===== config.mk =====
export PLATFORM = sky130hd
export DESIGN_NAME = acc_core
export DESIGN_NICKNAME = d
export VERILOG_FILES = /design/src/rtl/acc_core_pkg.sv /design/src/rtl/acc_ctrl.sv /design/src/rtl/acc_datapath.sv /design/src/rtl/acc_core.sv
export SDC_FILE = /design/constraint.sdc
export NUM_CORES = 1
export LEC_CHECK = 0
export BUFFER_PORTS_ARGS = -buffer_cell sky130_fd_sc_hd__buf_2
export CELL_PAD_IN_SITES_DETAIL_PLACEMENT = 1
export CELL_PAD_IN_SITES_GLOBAL_PLACEMENT = 1
export CORE_AREA = 5 5 96 98
export DETAILED_ROUTE_END_ITERATION = 10
export DIE_AREA = 0 0 101 103
export MAX_ROUTING_LAYER = met4
export PLACE_DENSITY_LB_ADDON = 0.1
export SYNTH_ARGS = -nofsm -noshare
export SYNTH_HDL_FRONTEND = slang
export SYNTH_SLANG_ARGS = --single-unit
export TNS_END_PERCENT = 30

===== constraint.sdc =====
create_clock -name clk -period 3.2 [get_ports clk]
set_clock_uncertainty 0.05 [all_clocks]
set_input_delay 0.96 -clock clk [delete_from_list [all_inputs] [get_ports clk]]
set_output_delay 0.96 -clock clk [all_outputs]
set_load 0.02 [all_outputs]

===== src/rtl/acc_core_pkg.sv =====
package acc_core_pkg;

  localparam int OPC_W = 4;

  localparam logic [OPC_W-1:0] OP_HALT  = 4'h0;
  localparam logic [OPC_W-1:0] OP_LOAD  = 4'h1;
  localparam logic [OPC_W-1:0] OP_STORE = 4'h2;
  localparam logic [OPC_W-1:0] OP_ADD   = 4'h5;
  localparam logic [OPC_W-1:0] OP_RETI  = 4'hF;

  typedef enum logic [2:0] {
    ST_FETCH,
    ST_DECODE,
    ST_OPREAD,
    ST_EXEC,
    ST_ICHECK,
    ST_HALT
  } state_e;

  // strobes from control to datapath
  typedef struct packed {
    logic irLoad;
    logic pcInc;
    logic addrOperand;
    logic memRd;
    logic memWr;
    logic accLoad;
    logic accAdd;
    logic pcFromRet;
    logic retSave;
    logic pcToHandler;
  } ctrl_t;

endpackage


===== src/rtl/acc_ctrl.sv =====
module acc_ctrl
  import acc_core_pkg::*;
(
  input  logic             clk,
  input  logic             rst,
  input  logic [OPC_W-1:0] opcode,
  input  logic             irqReq,
  output ctrl_t            ctrl,
  output logic             irqAck,
  output logic             intEn
);

  state_e state, nxtState;
  logic isLoad, isAdd, isStore, isReti, isHalt, takeIrq;

  assign isLoad  = (opcode == OP_LOAD);
  assign isAdd   = (opcode == OP_ADD);
  assign isStore = (opcode == OP_STORE);
  assign isReti  = (opcode == OP_RETI);
  assign isHalt  = (opcode == OP_HALT);

  assign takeIrq = (state == ST_ICHECK) && irqReq && intEn;

  always_ff @(posedge clk) begin
    if (rst) begin
      state  <= ST_FETCH;
      intEn  <= 1'b0;
      irqAck <= 1'b0;
    end else begin
      state  <= nxtState;
      irqAck <= takeIrq;
      if (takeIrq)
        intEn <= 1'b0;
      else if (state == ST_EXEC && isReti)
        intEn <= 1'b1;
    end
  end

  always_comb begin
    ctrl     = '0;
    nxtState = state;
    case (state)
      ST_FETCH: begin
        ctrl.memRd = 1'b1;
        nxtState   = ST_DECODE;
      end
      ST_DECODE: begin
        ctrl.irLoad = 1'b1;
        ctrl.pcInc  = 1'b1;
        nxtState    = ST_OPREAD;
      end
      ST_OPREAD: begin
        ctrl.addrOperand = 1'b1;
        ctrl.memRd       = isLoad || isAdd;
        nxtState         = ST_EXEC;
      end
      ST_EXEC: begin
        ctrl.accLoad     = isLoad;
        ctrl.accAdd      = isAdd;
        ctrl.memWr       = isStore;
        ctrl.addrOperand = isStore;
        ctrl.pcFromRet   = isReti;
        nxtState         = isHalt ? ST_HALT : ST_ICHECK;
      end
      ST_ICHECK: begin
        ctrl.retSave     = takeIrq;
        ctrl.pcToHandler = takeIrq;
        nxtState         = ST_FETCH;
      end
      ST_HALT: nxtState = ST_HALT;
      default: nxtState = ST_FETCH;
    endcase
  end

endmodule


===== src/rtl/acc_datapath.sv =====
module acc_datapath
  import acc_core_pkg::*;
#(
  parameter int                ADDR_W     = 12,
  parameter logic [ADDR_W-1:0] START_PC   = 'h300,
  parameter logic [ADDR_W-1:0] HANDLER_PC = 'h010,
  localparam int               DATA_W     = OPC_W + ADDR_W
) (
  input  logic              clk,
  input  logic              rst,
  input  ctrl_t             ctrl,
  input  logic [DATA_W-1:0] memRdData,
  output logic [ADDR_W-1:0] memAddr,
  output logic              memRdEn,
  output logic              memWrEn,
  output logic [DATA_W-1:0] memWrData,
  output logic [OPC_W-1:0]  opcode
);

  logic [ADDR_W-1:0] pc, retPc;
  logic [DATA_W-1:0] ir, acc;

  always_ff @(posedge clk) begin
    if (rst) begin
      pc    <= START_PC;
      retPc <= START_PC + ADDR_W'(1);
      ir    <= '0;
      acc   <= '0;
    end else begin
      if (ctrl.irLoad)
        ir <= memRdData;
      if (ctrl.pcToHandler)
        pc <= HANDLER_PC;
      else if (ctrl.pcFromRet)
        pc <= retPc;
      else if (ctrl.pcInc)
        pc <= pc + ADDR_W'(1);
      if (ctrl.retSave)
        retPc <= pc;
      if (ctrl.accLoad)
        acc <= memRdData;
      else if (ctrl.accAdd)
        acc <= acc + memRdData;
    end
  end

  assign opcode    = ir[DATA_W-1 -: OPC_W];
  assign memAddr   = ctrl.addrOperand ? ir[ADDR_W-1:0] : pc;
  assign memRdEn   = ctrl.memRd;
  assign memWrEn   = ctrl.memWr;
  assign memWrData = acc;

endmodule


===== src/rtl/acc_core.sv =====
module acc_core
  import acc_core_pkg::*;
#(
  parameter int                ADDR_W     = 12,
  parameter logic [ADDR_W-1:0] START_PC   = 'h300,
  parameter logic [ADDR_W-1:0] HANDLER_PC = 'h010,
  localparam int               DATA_W     = OPC_W + ADDR_W
) (
  input  logic              clk,
  input  logic              rst,
  output logic [ADDR_W-1:0] memAddr,
  output logic              memRdEn,
  output logic              memWrEn,
  output logic [DATA_W-1:0] memWrData,
  input  logic [DATA_W-1:0] memRdData,
  input  logic              irqReq,
  output logic              irqAck
);

  ctrl_t            ctrl;
  logic [OPC_W-1:0] opcode;
  logic             intEn;

  acc_ctrl u_ctrl (
    .clk    (clk),
    .rst    (rst),
    .opcode (opcode),
    .irqReq (irqReq),
    .ctrl   (ctrl),
    .irqAck (irqAck),
    .intEn  (intEn)
  );

  acc_datapath #(
    .ADDR_W     (ADDR_W),
    .START_PC   (START_PC),
    .HANDLER_PC (HANDLER_PC)
  ) u_dp (
    .clk       (clk),
    .rst       (rst),
    .ctrl      (ctrl),
    .memRdData (memRdData),
    .memAddr   (memAddr),
    .memRdEn   (memRdEn),
    .memWrEn   (memWrEn),
    .memWrData (memWrData),
    .opcode    (opcode)
  );

endmodule


==> results.sh <==
export IMPL_crit_path_start_kind="flop"
export IMPL_ctsResizeCount=0
export IMPL_cts_tree="built"
export IMPL_finalHoldViolCount=0
export IMPL_hp_class="flop to flop"
export IMPL_period_minus_slack_ns=2.949
export IMPL_finalNonFillerCells=587
export IMPL_dr_pass1_iters=4
export IMPL_start_util_pct=41.48
export IMPL_synth_cell_area_um2=3476
export IMPL_worstSetupPathType="flop to output port"
export IMPL_ant_nets=0
export IMPL_cts_hold_buf=0
export IMPL_layout_drive_gt1_share_pct=18.58
export IMPL_grt_pass1_wl_um=16240
export IMPL_final_cell_mix="62 x nand2_1, 61 x dfxtp_1, 50 x nor2_1, 49 x buf_2, 47 x a21oi_1"
export IMPL_critPathMaxStageDelay_ns=0.37
export IMPL_crit_path_max_fanout=13
export IMPL_postCtsSetupBuffers=0
export IMPL_dr_first_iter_drc_count=97
export IMPL_grtUsageTotal_pct=20.14
export IMPL_dieArea_um2=10400
export IMPL_clock_path_buffers=2
export IMPL_cts_root_buf="clkbuf_8"
export IMPL_post_place_cells=572
export IMPL_place_gp_congestion=0.8111
export IMPL_path_buf_inv=2
export IMPL_synth_async_sr_flop_share_pct=0
export IMPL_tightestPinTransition_ns=0.5549
export IMPL_arrival_ns=1.94
export IMPL_yosysWarningCount=0
export IMPL_syn_mean_instance_area_um2=8.140
export IMPL_ys_seq_area_share_pct=35.13
export IMPL_syn_to_final_growth_pct=16.34
export IMPL_drc=0
export IMPL_post_synth_num_cell_types=57
export IMPL_period_share_pct=92.14
export IMPL_viasPerCell=5.550
export IMPL_path_cells="nor2_1 -> nand3b_1 -> a21oi_1 -> buf_4 -> mux2_2 -> buf_2"
export IMPL_outcome="complete, no violations"
export IMPL_num_rows=34
export IMPL_fmax_ghz=0.3391
export IMPL_wl_per_cell_um=16.66
export IMPL_antenna_cells=0
export IMPL_cts_sinks=61
export IMPL_chipWidth_um=101
export IMPL_synthFlopType="dfxtp_1"
export IMPL_clk_latency_ns=0.33
export IMPL_rsz0062_at_grt="false"
export IMPL_routed_wl_um=9780
export IMPL_placed_area_um2=3845
export IMPL_critPathTopFamily="buffers and inverters"
export IMPL_die_h_um=103
export IMPL_ir_drop_v=0.0002669
export IMPL_final_cell_area_um2=4044
export IMPL_cts_buffers=9
export IMPL_required_ns=2.19
export IMPL_overflow=0
export IMPL_fill_cells=1048
export IMPL_final_common_cell="nand2_1"
export IMPL_io_pins=50
export IMPL_final_max_slew_violation_count=0
export IMPL_relSlewSlack_pct=63.01
export IMPL_pwr_density_cell_nw_per_um2=481.3
export IMPL_vias=3258
export IMPL_synth_edf_count=0
export IMPL_cts_clk_slew_worst_paths_ns=0.07
export IMPL_final_nets=511
export IMPL_p_leak_nw=1.800
export IMPL_dp_hpwl_um=7051
export IMPL_crit_path_end_kind="output port"
export IMPL_port_buffers=49
export IMPL_syn_num_nets=463
export IMPL_grt_max_degree=48
export IMPL_power_mw=1.946
export IMPL_synth_cells=427
export IMPL_max_cap_violations=0
export IMPL_ys_ff_latch=61
export IMPL_core_um2=8381
export IMPL_crit_path_top_delay_cell="mux2_2"
export IMPL_timing_setup_tns_ns=0
export IMPL_grt_pass1_vias=3345
export IMPL_setup_viol=0
export IMPL_antenna_found_initial=0
export IMPL_htree_levels=3
## per-stage QoR
step           util, %  setup slack, ns  hold slack, ns
2_1_floorplan        -           0.4170          0.3815
3_3_place_gp     45.88           0.1199          0.3921
3_5_place_dp     45.88          0.09060          0.3969
4_1_cts          48.25           0.2281          0.4071
5_1_grt          48.25          0.09749          0.4304
6_report         48.25           0.2514          0.4035
## per-layer routing
| metal | GRT usage, % | share of wire, % | wire length, µm | up-vias |
|---|---|---|---|---|
| li1 | - | - | - | 1636 |
| met1 | 25.64 | 50 | 4874 | 1568 |
| met2 | 33.01 | 46 | 4528 | 48 |
| met3 | 4.060 | 3.3 | 319 | 6 |
| met4 | 4.806 | 0.58 | 57 | 0 |
| met5 | - | 0 | 0 | - |
## worst reg2reg max path, delay by kind of cell (launching register included)
kind                       cells  cell delay (ns)
AOI/OAI and AO/OA              5             1.13
adders and majority gates      2             0.65
DFF                            1             0.32
xor gates and xnor gates       1             0.14
## final timing paths
path                             startpoint                         endpoint  slack [ns]  cells past startpoint
max                u_dp.ir[12]$_SDFFE_PP0P_                       memAddr[5]        0.25                      6
min                u_dp.ir[11]$_SDFFE_PP0P_         u_dp.ir[11]$_SDFFE_PP0P_        0.40                      2
max reg2reg  u_dp.memWrData[0]$_SDFFE_PP0P_  u_dp.memWrData[14]$_SDFFE_PP0P_        0.80                      8
min reg2reg        u_dp.ir[11]$_SDFFE_PP0P_         u_dp.ir[11]$_SDFFE_PP0P_        0.40                      2
## cell type report
| cell class | count | area [µm²] | area share [%] |
|---|---|---|---|
| clock inverter | 4 | 47.55 | 1.176 |
| inverter | 4 | 15.01 | 0.3713 |
| multi-input combinational | 338 | 2126 | 52.57 |
| tap | 108 | 135.1 | 3.342 |
| timing repair buffer | 61 | 347.8 | 8.601 |
| sequential | 61 | 1221 | 30.20 |
| clock buffer | 11 | 151.4 | 3.744 |
## logic make-up (layout without fill, tap and decap cells)
| kind of cell | count (synthesis) | count (layout) | synth area share, % |
|---|---|---|---|
| fa+ha+maj | 17 | 17 | 6.335 |
| simple gates | 168 | 168 | 22.71 |
| mux | 29 | 29 | 8.783 |
| xor+xnor | 13 | 13 | 3.276 |
| buf+inv | 28 | 80 | 3.708 |
| compound gates | 111 | 111 | 20.05 |
| flops | 61 | 61 | 35.13 |
## sequential cells by signal, summed over array words and instances (netlist names)
signal          cells
u_dp.retPc         12
u_dp.pc            12
u_ctrl.state        3
u_ctrl.irqAck       1
u_dp.ir            16
u_dp.memWrData     16
u_ctrl.intEn        1
## synthesized netlist by cell type, types with 2 or more instances
master	count	area share (%)
nor3_1	6	0.86
mux2_1	3	0.97
and3_1	11	2.0
a21o_1	4	0.86
buf_6	2	0.65
nand4_1	4	0.72
o211ai_1	4	0.86
xnor2_1	8	2.0
inv_1	4	0.43
a211oi_1	10	2.2
nand2_1	62	6.7
dfxtp_1	61	35
nand2b_1	7	1.3
o21ai_1	3	0.43
o22ai_1	2	0.36
buf_2	4	0.58
nand3_1	11	1.6
a2111oi_0	2	0.50
a21oi_1	47	6.8
ha_1	16	5.8
a22oi_1	2	0.43
buf_1	2	0.22
xor2_1	5	1.3
nor2b_1	2	0.36
nor2_1	50	5.4
or3_1	2	0.36
clkbuf_1	15	1.6
nor4_1	2	0.36
o21ai_0	17	2.4
mux2i_1	17	4.9
mux2_2	9	2.9
a221oi_1	6	1.5
nand3b_1	3	0.65
## report_power, final
group | switching, mW | leakage [nW] | internal [mW]
Clock | 0.298 | 0.101 | 0.395
Combinational | 0.244 | 1.20 | 0.151
Sequential | 0.0549 | 0.495 | 0.803
(Power assumes the default switching activity.)
